<file path="config.mk">
export PLATFORM = sky130hd
export DESIGN_NAME = wr_alloc_decider
export DESIGN_NICKNAME = d
export VERILOG_FILES = /design/src/rtl/wa_pkg.sv /design/src/rtl/wa_limit_check.sv /design/src/rtl/wa_page_reg.sv /design/src/rtl/wa_sector_table.sv /design/src/rtl/wr_alloc_decider.sv
export SDC_FILE = /design/constraint.sdc
export NUM_CORES = 1
export LEC_CHECK = 0
export BUFFER_PORTS_ARGS = -buffer_cell sky130_fd_sc_hd__clkbuf_2
export CORE_MARGIN = 2
export CORE_UTILIZATION = 40
export CTS_BUF_LIST = sky130_fd_sc_hd__clkbuf_8
export DETAILED_ROUTE_END_ITERATION = 10
export GPL_ROUTABILITY_DRIVEN = 0
export HOLD_SLACK_MARGIN = 0.05
export SYNTH_ARGS = -nofsm -noshare
export SYNTH_HDL_FRONTEND = slang
export SYNTH_SLANG_ARGS = --single-unit
</file>
<file path="constraint.sdc">
create_clock -name clk -period 3.84 [get_ports clk]
set_input_delay 0 -clock clk [delete_from_list [all_inputs] [get_ports clk]]
set_output_delay 0 -clock clk [all_outputs]
set_load 0.05 [all_outputs]
</file>
<file path="src/rtl/wa_pkg.sv">
// Package: shared constants and types for the write-allocate decision unit.
// Assumes a 32-bit byte address space; region bounds are absolute addresses.
package wa_pkg;
    typedef enum logic [1:0] {
        MT_WB = 2'b00,
        MT_WT = 2'b01,
        MT_UC = 2'b10,
        MT_WC = 2'b11
    } mem_type_e;

    localparam logic [31:0] LEGACY_LO = 32'h000A_0000;
    localparam logic [31:0] LEGACY_HI = 32'h000F_FFFF;
    localparam logic [11:0] HOLE_MB   = 12'h00F;  // address bits [31:20] of the 15-16 MB hole
endpackage

</file>
<file path="src/rtl/wa_limit_check.sv">
// Module: address-limit mechanism. Purely combinational.
// Qualifies a write below the programmed limit, excluding the legacy window
// and (unless enabled with a limit of at least 16 MB) the 15-16 MB hole.
module wa_limit_check #(
    parameter int ADDR_W      = 32,
    parameter int LIMIT_W     = 7,
    parameter int LIMIT_SHIFT = 22
) (
    input  logic [ADDR_W-1:0]  addr,
    input  logic [LIMIT_W-1:0] limit,
    input  logic               hole_en,
    output logic               lim_ok,
    output logic               in_legacy,
    output logic               in_hole
);
    localparam int REGION_W = ADDR_W - LIMIT_SHIFT;
    localparam int HOLE_MIN = 16 >> (LIMIT_SHIFT - 20);  // 16 MB in limit units

    logic [REGION_W-1:0] region;
    logic                below;
    logic                hole_allowed;

    // Compare the address region against the limit and apply the exclusions.
    always_comb begin
        region       = addr[ADDR_W-1:LIMIT_SHIFT];
        below        = (limit != '0) && (region < REGION_W'(limit));
        in_legacy    = (addr >= wa_pkg::LEGACY_LO) && (addr <= wa_pkg::LEGACY_HI);
        in_hole      = (addr[ADDR_W-1:20] == wa_pkg::HOLE_MB);
        hole_allowed = hole_en && (limit >= LIMIT_W'(HOLE_MIN));
        lim_ok       = below && !in_legacy && !(in_hole && !hole_allowed);
    end
endmodule

</file>
<file path="src/rtl/wa_page_reg.sv">
// Module: cacheable-page history. Holds the page number of the latest
// cacheable read-miss fill and flags writes to the same page.
module wa_page_reg #(
    parameter int ADDR_W     = 32,
    parameter int PAGE_SHIFT = 12
) (
    input  logic              clk,
    input  logic              rst_n,
    input  logic              fill_vld,
    input  logic [ADDR_W-1:0] fill_addr,
    input  logic [ADDR_W-1:0] wr_addr,
    output logic              page_hit
);
    localparam int PAGE_W = ADDR_W - PAGE_SHIFT;

    logic              pg_vld_q;
    logic [PAGE_W-1:0] pg_q;

    // Capture the page of each fill; cleared by reset.
    always_ff @(posedge clk) begin
        if (!rst_n) begin
            pg_vld_q <= 1'b0;
            pg_q     <= '0;
        end else if (fill_vld) begin
            pg_vld_q <= 1'b1;
            pg_q     <= fill_addr[ADDR_W-1:PAGE_SHIFT];
        end
    end

    // Match the write page against the held page.
    always_comb page_hit = pg_vld_q && (pg_q == wr_addr[ADDR_W-1:PAGE_SHIFT]);

    assert_page_load_R9: assert property (@(posedge clk) disable iff (!rst_n)
        fill_vld |=> pg_vld_q && (pg_q == $past(fill_addr[ADDR_W-1:PAGE_SHIFT])));
endmodule

</file>
<file path="src/rtl/wa_sector_table.sv">
// Module: resident-sector tag table, filled round-robin on each fill.
// Assumes ENTRIES is a power of two so the pointer wraps naturally.
module wa_sector_table #(
    parameter int ADDR_W     = 32,
    parameter int SECT_SHIFT = 6,
    parameter int ENTRIES    = 8
) (
    input  logic              clk,
    input  logic              rst_n,
    input  logic              fill_vld,
    input  logic [ADDR_W-1:0] fill_addr,
    input  logic [ADDR_W-1:0] wr_addr,
    output logic              sect_hit
);
    localparam int TAG_W = ADDR_W - SECT_SHIFT;
    localparam int PTR_W = (ENTRIES > 1) ? $clog2(ENTRIES) : 1;

    logic [TAG_W-1:0]   tag_q [ENTRIES];
    logic [ENTRIES-1:0] vld_q;
    logic [ENTRIES-1:0] match;
    logic [PTR_W-1:0]   ptr_q;

    // Advance the replacement pointer on each fill.
    always_ff @(posedge clk) begin
        if (!rst_n) ptr_q <= '0;
        else if (fill_vld) ptr_q <= ptr_q + 1'b1;
    end

    for (genvar i = 0; i < ENTRIES; i++) begin : g_entry
        // Load this entry when the pointer selects it.
        always_ff @(posedge clk) begin
            if (!rst_n) begin
                vld_q[i] <= 1'b0;
                tag_q[i] <= '0;
            end else if (fill_vld && (ptr_q == PTR_W'(i))) begin
                vld_q[i] <= 1'b1;
                tag_q[i] <= fill_addr[ADDR_W-1:SECT_SHIFT];
            end
        end
        // Compare this entry against the write tag.
        always_comb match[i] = vld_q[i] && (tag_q[i] == wr_addr[ADDR_W-1:SECT_SHIFT]);
    end

    // Any valid match satisfies the sector mechanism.
    always_comb sect_hit = |match;

    assert_sector_written_R10: assert property (@(posedge clk) disable iff (!rst_n)
        fill_vld |=> vld_q[$past(ptr_q)] && (tag_q[$past(ptr_q)] == $past(fill_addr[ADDR_W-1:SECT_SHIFT])));
endmodule

</file>
<file path="src/rtl/wr_alloc_decider.sv">
// Module: top of the write-allocate decision unit. Combines the general
// cache-enable conditions with the limit, page and sector mechanisms and
// registers the result one cycle after the write request.
module wr_alloc_decider #(
    parameter int ADDR_W       = 32,
    parameter int LIMIT_W      = 7,
    parameter int LIMIT_SHIFT  = 22,
    parameter int PAGE_SHIFT   = 12,
    parameter int SECT_SHIFT   = 6,
    parameter int SECT_ENTRIES = 8
) (
    input  logic               clk,
    input  logic               rst_n,
    input  logic               wr_req,
    input  logic [ADDR_W-1:0]  wr_addr,
    input  logic               glob_cd,
    input  logic               page_cd,
    input  logic               test_ci,
    input  logic [1:0]         mem_type,
    input  logic [LIMIT_W-1:0] alloc_limit,
    input  logic               hole_en,
    input  logic               fill_vld,
    input  logic [ADDR_W-1:0]  fill_addr,
    output logic               dec_valid,
    output logic               dec_alloc
);
    import wa_pkg::*;

    logic lim_ok, in_legacy, in_hole, page_hit, sect_hit;
    logic gen_ok, alloc_d;

    wa_limit_check #(.ADDR_W(ADDR_W), .LIMIT_W(LIMIT_W), .LIMIT_SHIFT(LIMIT_SHIFT)) u_limit (
        .addr(wr_addr), .limit(alloc_limit), .hole_en(hole_en),
        .lim_ok(lim_ok), .in_legacy(in_legacy), .in_hole(in_hole)
    );

    wa_page_reg #(.ADDR_W(ADDR_W), .PAGE_SHIFT(PAGE_SHIFT)) u_page (
        .clk(clk), .rst_n(rst_n), .fill_vld(fill_vld), .fill_addr(fill_addr),
        .wr_addr(wr_addr), .page_hit(page_hit)
    );

    wa_sector_table #(.ADDR_W(ADDR_W), .SECT_SHIFT(SECT_SHIFT), .ENTRIES(SECT_ENTRIES)) u_sect (
        .clk(clk), .rst_n(rst_n), .fill_vld(fill_vld), .fill_addr(fill_addr),
        .wr_addr(wr_addr), .sect_hit(sect_hit)
    );

    // General enable gate ANDed with the OR of the three mechanisms.
    always_comb begin
        gen_ok  = !glob_cd && !page_cd && !test_ci &&
                  (mem_type != MT_UC) && (mem_type != MT_WC);
        alloc_d = gen_ok && (lim_ok || page_hit || sect_hit);
    end

    // Register the decision and its strobe.
    always_ff @(posedge clk) begin
        if (!rst_n) begin
            dec_valid <= 1'b0;
            dec_alloc <= 1'b0;
        end else begin
            dec_valid <= wr_req;
            dec_alloc <= wr_req && alloc_d;
        end
    end

    assert_glob_cd_R1: assert property (@(posedge clk) disable iff (!rst_n)
        (wr_req && glob_cd) |=> !dec_alloc);
    assert_page_cd_R2: assert property (@(posedge clk) disable iff (!rst_n)
        (wr_req && page_cd) |=> !dec_alloc);
    assert_test_ci_R3: assert property (@(posedge clk) disable iff (!rst_n)
        (wr_req && test_ci) |=> !dec_alloc);
    assert_memtype_R4: assert property (@(posedge clk) disable iff (!rst_n)
        (wr_req && mem_type[1]) |=> !dec_alloc);
    assert_legacy_R6: assert property (@(posedge clk) disable iff (!rst_n)
        in_legacy |-> !lim_ok);
    assert_hole_R7: assert property (@(posedge clk) disable iff (!rst_n)
        (in_hole && !hole_en) |-> !lim_ok);
    assert_strobe_R11: assert property (@(posedge clk) disable iff (!rst_n)
        wr_req |=> dec_valid);
    assert_idle_R11: assert property (@(posedge clk) disable iff (!rst_n)
        !wr_req |=> (!dec_valid && !dec_alloc));
endmodule

</file>
==> results.json, run 1 <==
{
  "status": "complete, no violations",
  "rows": 63,
  "firstDrtPassIters": 5,
  "finalMaxSlewViolations": 0,
  "cp.required_ps": 4350,
  "numCtsBuffers": 42,
  "crit_type": "register to register",
  "syn_to_final_growth_pct": 14.2,
  "hold_viol": 0,
  "core_sq_um": 29500,
  "ant_nets": 0,
  "worstPathCellList": "xnor2_1 > nand4_1 > nor4_1 > a22oi_1 > nand4_1 > o211a_1 > dlygate4sd3_1",
  "period_share_pct": 64.2,
  "drive_gt1_share_pct": 12.6,
  "clockRootBuffer": "clkbuf_8",
  "port_buffers": 69,
  "via_per_inst": 5.09,
  "crit_fanout": 1,
  "cpPeakStageDelay_ps": 570,
  "finClkSkew_ps": 32.0,
  "drc_errors": 0,
  "cp_slowest_cell": "nor4_1",
  "post-route-util_pct": 46.0,
  "drtIter0Drc": 794,
  "synth-simple-area-share_pct": 17.6,
  "hp-class": "input port to register",
  "antenna_found_initial": 3,
  "clock_latency_ps": 570,
  "synth_mux_area_share_pct": 1.77,
  "cap_violations": 0,
  "clk_pin_slew_worst_paths_ps": 60,
  "critPathCaptureType": "register",
  "via_count": 7428,
  "dp_hpwl_mm": 21.7,
  "grt_max_degree": 35,
  "netlist_area_sq_um": 11900,
  "ys_types": 32,
  "cts.sink_count": 242,
  "wire_per_inst_microns": 24.0,
  "hold_buffers": 28,
  "rr_startpoint": "u_sect.tag_q[1][74]",
  "syn_inst": 942,
  "seqPwrFrac_pct": 52.2,
  "setup_tns_ps": 0,
  "start_util_pct": 40.3,
  "ys_ff_latch": 242,
  "grt_pass1_wl_mm": 50.2,
  "synth.largest_area_cell": "edfxtp_1",
  "critPathCapture": "dec_alloc",
  "power.density_nw_per_um2": 432,
  "gr-usage-all-layers_pct": 23.1,
  "timing.fmax_ghz": 0.406,
  "startpoint": "u_sect.tag_q[1][74]",
  "power_frac_clock_pct": 36.6,
  "place_inst": 1353,
  "power_switching_uw": 1540,
  "synth_top_family_by_area": "simple AND/OR/NAND/NOR gates",
  "avgSynthCellArea_sq_um": 12.6,
  "regToRegEndpoint": "dec_alloc",
  "postCtsSetupBuffers": 0,
  "synth.area.top_cells": "edfxtp_1, xnor2_1, and2_1, dfxtp_1, nand4_1",
  "gr-total-overflow": 0,
  "nets": 1129,
  "setup_ws_ps": 1380,
  "die_w_microns": 176,
  "cpMostUsedCell": "nand4_1",
  "pin_count": 83,
  "ir_drop_v": 0.000229,
  "ff2ff_path_depth": 7,
  "ctsHtreeMaxLevel": 2,
  "comb_power_share_pct": 11.2,
  "cts_resized": 0,
  "ys_warn_count": 0,
  "totalWireLength_mm": 35.1,
  "synth-xor-area-share_pct": 16.9,
  "fp.dieH_microns": 176,
  "syn_nets": 1035,
  "yosysTopAreaCellShare_pct": 52.5,
  "cts_tree": "done",
  "relSlewSlack_pct": 23.5,
  "pre_cts_ws_ps": 1670,
  "crit_arrival_ps": 2970,
  "rsz0062_at_grt": "no",
  "p_leak_uw": 0.00504,
  "p_int_uw": 4320,
  "r2r_slack_ps": 1380,
  "synthAdderAreaFrac_pct": 1.26,
  "startpoint_type": "register",
  "synth_compound_area_share_pct": 1.65,
  "dieArea_sq_um": 31100,
  "grt_pass1_vias": 7289,
  "power_uw": 5870,
  "fin_crit_ps": 2460,
  "setup_violations": 0,
  "switching_share_pct": 26.3,
  "stdcell_count": 1460,
  "yosysSeqAreaShare_pct": 58.2,
  "worst-slew-pin-transition_ps": 1140,
  "cts_max_path_buffers": 3
}
## registers in the layout, indices dropped and copies added, names as in the netlist
register	count
u_page.pg_vld_q	1
u_page.pg_q	20
u_sect.tag_q	208
dec_alloc	1
u_sect.ptr_q	3
u_sect.vld_q	8
dec_valid	1
## area by class of cell
class / count / area (sq um)
clock buffers: 44 / 606
inverters: 10 / 37.5
clock inverters: 32 / 141
diodes: 2 / 5.00
well taps: 390 / 488
flip-flops and latches: 242 / 6930
multi-input cells: 632 / 4660
fillers: 2694 / 15900
repair buffers: 108 / 711
## worst max-delay path, delay by kind of cell, from the launching register on
family	cells	cell delay, ps
AOI/OAI and AO/OA	2	340
and+or+nand+nor	3	1020
buffers and inverters	1	540
xor gates and xnor gates	1	150
DFF	1	380
## placed cells by master, fill, tap and decap left out, drive strengths merged, types with 2 or more instances in the layout
cell type    netlist  layout
clkbuf            29     113
ha                12      12
nand2             17      17
xnor2            202     202
buf               29      10
diode              0       2
nand3              8       8
nand4             52      52
dfxtp             34      34
and3               8       8
a21o               9       9
and2             211     211
nor4              16      16
o21a               2       2
nor2b             22      22
inv               10      25
edfxtp           208     208
clkinvlp           0       2
o211a              2       2
a22oi              3       3
nor3              10      10
mux2i             21      21
clkinv             0      15
xor2              27      27
dlygate4sd3        0      29
## how the worst min path moves through the flow
stage               slack [ps]  depth (start not counted)           from        endpoint
detailed placement         260                          2         wr_req       dec_valid
CTS                         60                          3  fill_addr[17]  u_page.pg_q[5]
global route                50                          3  fill_addr[20]  u_page.pg_q[8]
global placement           260                          2         wr_req       dec_valid
finish                      50                          3  fill_addr[15]  u_page.pg_q[3]
floorplan                  140                          1         wr_req       dec_valid
## through the flow
step	hold slack (ps)	area, sq um
2_1_floorplan	144	11900
3_3_place_gp	260	12500
3_5_place_dp	256	12500
4_1_cts	57.8	13600
5_1_grt	54.1	13600
6_report	52.9	13600
## synth_stat cells (all sizes together)
cell type and count:
a211oi 1, o31ai 1, o211ai 1, nand3 8, dfxtp 34, a21oi 1, xor2 27, a21boi 1
nor3 10, xnor2 202, edfxtp 208, a22oi 3, o211a 2, and2 211, or4 1, a2111oi 1
mux2i 21, nor4 16, nor2b 22, inv 10, o21ai 1, a21o 9, and3 8, buf 29
o21a 2, nand4 52, nand2 17, o2111ai 1, o311ai 1, ha 12, clkbuf 29
## power groups by stage
stage / sequential (uW) / combinational [uW] / clock [uW]
after floorplan: 3110 / 400 / 0
after global placement: 3110 / 636 / 0
after detailed placement: 3120 / 638 / 0
after CTS: 3060 / 663 / 2180
after global routing: 3080 / 706 / 2280
final: 3060 / 656 / 2150
## routing by layer
metal / GRT usage (%) / part of all wire (%)
met1: 31.8 / 44
met2: 38.0 / 47
met4: 6.85 / 2.5
met5: 0 / 0
met3: 3.51 / 6.2
## logic make-up after synthesis
group	after synthesis
XOR/XNOR	229
AND/OR/NAND/NOR	345
flip-flops	242
buffers and inverters	68
multiplexers	21
AO/OA/AOI/OAI	25
adder cells (fa/ha/maj)	12
Power figures use the tool's default switching activity.
==> run 2, diff against run 1 <==
==> constraint.sdc (replaced) <==
create_clock -name clk -period 2.4 [get_ports clk]
set_input_delay 0 -clock clk [delete_from_list [all_inputs] [get_ports clk]]
set_output_delay 0 -clock clk [all_outputs]
set_load 0.05 [all_outputs]
==> results.json, run 2 (synthesized netlist as in run 1, its figures left out) <==
{
  "worst-slew-pin-transition_ps": 1100,
  "period_share_pct": 83.9,
  "seqPwrFrac_pct": 52.5,
  "core_sq_um": 29500,
  "final_common_cell": "and2_1",
  "dieArea_sq_um": 31100,
  "largest_reg_flops": 208,
  "layout_common_cells": "and2_1, edfxtp_1, xnor2_1, clkbuf_2, nand4_1",
  "cpPeakStageDelay_ps": 770,
  "crit_arrival_ps": 2430,
  "status": "complete, no violations",
  "stdcell_count": 1477,
  "regMostFlops": "u_sect.tag_q",
  "drtIter0Drc": 782,
  "cts_max_path_buffers": 3,
  "grt_pass1_wl_mm": 50.3,
  "grt_pass1_vias": 7364,
  "cp.required_ps": 2810,
  "ff2ff_path_depth": 4,
  "drive_gt1_share_pct": 13.2,
  "setup_ws_ps": 385,
  "hold_viol": 0,
  "cts.sink_count": 242,
  "pin_count": 83,
  "dp_hpwl_mm": 22.5,
  "pre_cts_ws_ps": 436,
  "r2r_slack_ps": 390,
  "finalMaxSlewViolations": 0,
  "ctsHtreeMaxLevel": 2,
  "gr-usage-all-layers_pct": 23.1,
  "wire_per_inst_microns": 23.8,
  "crit_type": "register to register",
  "firstDrtPassIters": 5,
  "clockRootBuffer": "clkbuf_8",
  "path_delay_family": "simple AND/OR/NAND/NOR gates",
  "ir_drop_v": 0.000286,
  "critPathCaptureType": "register",
  "syn_to_final_growth_pct": 15.3,
  "cts_tree": "done",
  "regToRegEndpoint": "u_sect.tag_q[0][103]",
  "totalWireLength_mm": 35.2,
  "fp.dieH_microns": 176,
  "hp-class": "input port to register",
  "timing.fmax_ghz": 0.496,
  "power_frac_clock_pct": 36.0,
  "nets": 1149,
  "critPathCapture": "u_sect.tag_q[0][103]",
  "cts_resized": 0,
  "cp.buffers_inverters": 0,
  "switching_share_pct": 25.6,
  "antenna_found_initial": 5,
  "hold_slack_ps": 98.3,
  "clock_latency_ps": 540,
  "place_area_sq_um": 12600,
  "worstPathCellList": "ha_1 > ha_1 > and3_1 > and2_1",
  "startpoint": "u_sect.ptr_q[0]",
  "setup_violations": 0,
  "port_buffers": 69,
  "gr-total-overflow": 0,
  "largestRegisters": "u_sect.tag_q x208, u_page.pg_q x20, u_sect.vld_q x8",
  "drc_errors": 0,
  "p_leak_uw": 0.00515,
  "p_int_uw": 6950,
  "relSlewSlack_pct": 26.8,
  "power_switching_uw": 2390,
  "cap_violations": 0,
  "worstHoldPathCells": 4,
  "numCtsBuffers": 43,
  "setup_tns_ps": 0,
  "rr_startpoint": "u_sect.ptr_q[0]",
  "cpMostUsedCell": "ha_1",
  "worst-path-stages": 4,
  "ant_nets": 0,
  "clk_pin_slew_worst_paths_ps": 60,
  "die_w_microns": 176,
  "grt_max_degree": 29,
  "via_count": 7591,
  "place_inst": 1368,
  "crit_fanout": 27,
  "comb_power_share_pct": 11.5,
  "fin_crit_ps": 2010,
  "cp_slowest_cell": "and3_1",
  "finClkSkew_ps": 10.6,
  "power.density_nw_per_um2": 681,
  "startpoint_type": "register",
  "via_per_inst": 5.14,
  "min-delay-start": "fill_vld",
  "fin_area_sq_um": 13700,
  "rows": 63,
  "start_util_pct": 40.3,
  "rsz0062_at_grt": "no"
}
==> run 2: worst reg2reg max path: cells and delay by family (launching register included) <==
kind          cells  cell delay (ps)
fa+ha+maj         2              480
flops             1              390
simple gates      2             1020
==> run 2: area by class of cell <==
class	count	area, sq um
fill	2694	15800
sequential	242	6930
timing repair buffer	127	863
clock buffer	45	619
inverter	10	37.5
antenna	1	2.50
multi-input combinational	632	4660
tap	390	488
clock inverter	30	115
==> run 2: power groups by stage <==
stage	Clock, uW	Combinational [uW]	Sequential [uW]
5_1_grt	3600	1160	4920
6_report	3360	1080	4900
2_1_floorplan	0	640	4980
4_1_cts	3420	1080	4900
3_5_place_dp	0	1040	4990
3_3_place_gp	0	1030	4980
==> run 2: metrics by stage <==
stage | total power (uW) | utilization, %
4_1_cts | 9410 | 46.5
3_3_place_gp | 6010 | 42.9
2_1_floorplan | 5620 | -
3_5_place_dp | 6020 | 42.9
5_1_grt | 9680 | 46.5
6_report | 9340 | 46.5
==> run 2: worst min path at each step <==
stage / to
final: u_sect.ptr_q[2]
after global placement: dec_valid
after CTS: u_sect.ptr_q[2]
after global routing: u_sect.ptr_q[2]
after floorplan: dec_valid
after detailed placement: dec_valid
==> run 2: routing by layer <==
metal | GRT usage (%) | vias up | share of wire (%)
met1 | 31.2 | 3725 | 42
met5 | 0 | - | 0
met4 | 8.30 | 0 | 3.2
met2 | 37.5 | 321 | 46
met3 | 4.16 | 76 | 8.6
li1 | - | 3469 | -
==> run 2: repair_timing <==
action,CTS,global route
hold buffers,33,0
setup buffers,0,0
endpoints found under the hold margin,192,0
==> run 3, diff against run 2 <==
--- a/config.mk
+++ b/config.mk
@@ -5,6 +5,7 @@
 export SDC_FILE = /design/constraint.sdc
 export NUM_CORES = 1
 export LEC_CHECK = 0
+export ABC_AREA = 1
 export BUFFER_PORTS_ARGS = -buffer_cell sky130_fd_sc_hd__clkbuf_2
 export CORE_MARGIN = 2
 export CORE_UTILIZATION = 40
==> constraint.sdc (replaced) <==
create_clock -name clk -period 1.8 [get_ports clk]
set_input_delay 0 -clock clk [delete_from_list [all_inputs] [get_ports clk]]
set_output_delay 0 -clock clk [all_outputs]
set_load 0.05 [all_outputs]
==> results.json, run 3 <==
{
  "avgSynthCellArea_sq_um": 8.33,
  "seqPwrFrac_pct": 50.7,
  "core_sq_um": 30700,
  "status": "complete, no violations",
  "ys_ff_latch": 242,
  "grt_pass1_vias": 9733,
  "drive_gt1_share_pct": 12.5,
  "hold_viol": 0,
  "comb_power_share_pct": 12.1,
  "antenna_found_initial": 1,
  "fp.dieH_microns": 181,
  "finalMaxSlewViolations": 0,
  "setup_violations": 0,
  "power_switching_uw": 3420,
  "power.density_nw_per_um2": 878,
  "setup_tns_ps": 0,
  "fin_crit_ps": 1660,
  "firstDrtPassIters": 5,
  "synth_common_cells": "nand2_1, nor2_1, edfxtp_1",
  "via_count": 10100,
  "netlist_area_sq_um": 12500,
  "grt_max_degree": 28,
  "gr-total-overflow": 0,
  "via_per_inst": 4.84,
  "largest_reg_flops": 208,
  "gr-usage-all-layers_pct": 21.8,
  "cp_slowest_cell": "dfxtp_1",
  "dieArea_sq_um": 32800,
  "place_area_sq_um": 13600,
  "syn_nets": 1599,
  "pin_count": 83,
  "relSlewSlack_pct": 67.5,
  "nets": 1745,
  "path_delay_family": "buffers and inverters",
  "crit_fanout": 13,
  "synth_top_family_by_area": "simple AND/OR/NAND/NOR gates",
  "worst-slew-pin-transition_ps": 487,
  "totalWireLength_mm": 35.4,
  "start_util_pct": 40.8,
  "syn_to_final_growth_pct": 17.4,
  "drc_errors": 0,
  "synth-main-ff-cell": "edfxtp_1",
  "ys_warn_count": 0,
  "cts.sink_count": 242,
  "synth.largest_area_cell": "edfxtp_1",
  "clk_pin_slew_worst_paths_ps": 60,
  "period_share_pct": 92.4,
  "final_common_cell": "nand2_1",
  "port_buffers": 69,
  "setup_ws_ps": 137,
  "timing.fmax_ghz": 0.601,
  "synth_compound_area_share_pct": 5.46,
  "crit_type": "register to register",
  "layout_common_cells": "nand2_1, nor2_1, edfxtp_1, inv_1, clkbuf_2",
  "cp.buffers_inverters": 3,
  "synth-xor-area-share_pct": 4.68,
  "cpMostUsedCell": "inv_1",
  "p_leak_uw": 0.00654,
  "yosysSeqAreaShare_pct": 55.2,
  "yosysMostFrequentCell": "nand2_1",
  "p_int_uw": 9510,
  "cap_violations": 0,
  "ant_nets": 0,
  "crit_arrival_ps": 1880,
  "dp_hpwl_mm": 25.3,
  "clock_latency_ps": 550,
  "cts_max_path_buffers": 3,
  "cts_tree": "done",
  "critPathCaptureType": "register",
  "grt_pass1_wl_mm": 54.5,
  "syn_inst": 1506,
  "yosysTopAreaCellShare_pct": 49.8,
  "ir_drop_v": 0.000437,
  "rows": 64,
  "hp-class": "input port to register",
  "fin_area_sq_um": 14700,
  "finClkSkew_ps": 27.5,
  "postSynth.asyncResetShare_pct": 0,
  "synth_mux_area_share_pct": 0,
  "wire_per_inst_microns": 17.0,
  "clockRootBuffer": "clkbuf_8",
  "regMostFlops": "u_sect.tag_q",
  "cpPeakStageDelay_ps": 330,
  "worstPathCellList": "inv_1 > ha_1 > inv_1 > o21ai_2 > buf_6",
  "synth.area.top_cells": "edfxtp_1, nand2_1, nor2_1, dfxtp_1, inv_1",
  "startpoint_type": "register",
  "largestRegisters": "u_sect.tag_q x208, u_page.pg_q x20, u_sect.vld_q x8",
  "cp.required_ps": 2020,
  "synth-edff-count": 208,
  "synthAdderAreaFrac_pct": 1.20,
  "synth-simple-area-share_pct": 24.8,
  "pre_cts_ws_ps": 108,
  "ys_types": 33,
  "drtIter0Drc": 697,
  "switching_share_pct": 26.5,
  "ctsHtreeMaxLevel": 2,
  "power_frac_clock_pct": 37.2,
  "rsz0062_at_grt": "no",
  "die_w_microns": 181,
  "power_uw": 12900,
  "numCtsBuffers": 42
}
-- run 3: final timing paths --
kind                   startpoint             endpoint  slack, ps  cells after the start
hold reg to reg   u_sect.vld_q[3]      u_sect.vld_q[3]        460                      2
hold / removal            hole_en            dec_alloc        130                      7
setup / recovery  u_sect.ptr_q[0]  u_sect.tag_q[1][77]        140                      5
setup reg to reg  u_sect.ptr_q[0]  u_sect.tag_q[1][77]        140                      5
-- run 3: layout make-up --
type	count	area, sq um
Sequential cell	242	6930
Tap cell	396	495
Timing Repair Buffer	155	1140
Clock inverter	24	96.3
Fill cell	3015	16000
Clock buffer	51	702
Inverter	205	769
Antenna cell	1	2.50
Multi-Input combinational cell	1006	4600
-- run 3: metal layers --
layer | up-vias | track usage [%] | share of wire (%)
met4 | 0 | 8.52 | 3.6
met1 | 4677 | 30.1 | 46
met5 | - | 0 | 0
met3 | 68 | 3.69 | 6.2
li1 | 5032 | - | -
met2 | 285 | 34.4 | 45
-- run 3: per-stage QoR --
stage,utilization [%],std cells,hold slack (ps)
final,47.9,2080,131
after global routing,47.9,2079,146
after CTS,47.9,2079,112
after detailed placement,44.2,1972,214
after global placement,44.2,1972,207
after floorplan,-,1506,112
-- run 3: worst register-to-register path, cell delays in order (launching register included) --
cell and delay, ps:
dfxtp_1 330, inv_1 130, ha_1 230, inv_1 110, o21ai_2 280, buf_6 250
-- run 3: what timing repair did --
action / CTS / global route
hold buffers: 32 / 0
hold endpoints to repair: 233 / 0
setup buffers: 0 / 0
resized for setup: 0 / 1
setup endpoints to repair: 0 / 2
-- run 3: power groups by stage --
stage	Sequential [uW]	Clock [uW]	Combinational, uW
2_1_floorplan	6630	0	957
3_3_place_gp	6650	0	1480
3_5_place_dp	6670	0	1500
4_1_cts	6550	4900	1560
5_1_grt	6580	5100	1750
6_report	6550	4820	1560
-- run 3: kinds of logic (layout without fill, tap and decap cells) --
kind of cell / after synthesis / count (layout)
and+or+nand+nor: 794 / 794
buffers and inverters: 258 / 435
DFF: 242 / 242
adders and majority gates: 12 / 12
other: 0 / 1
AOI/OAI and AO/OA: 133 / 133
xor gates and xnor gates: 67 / 67
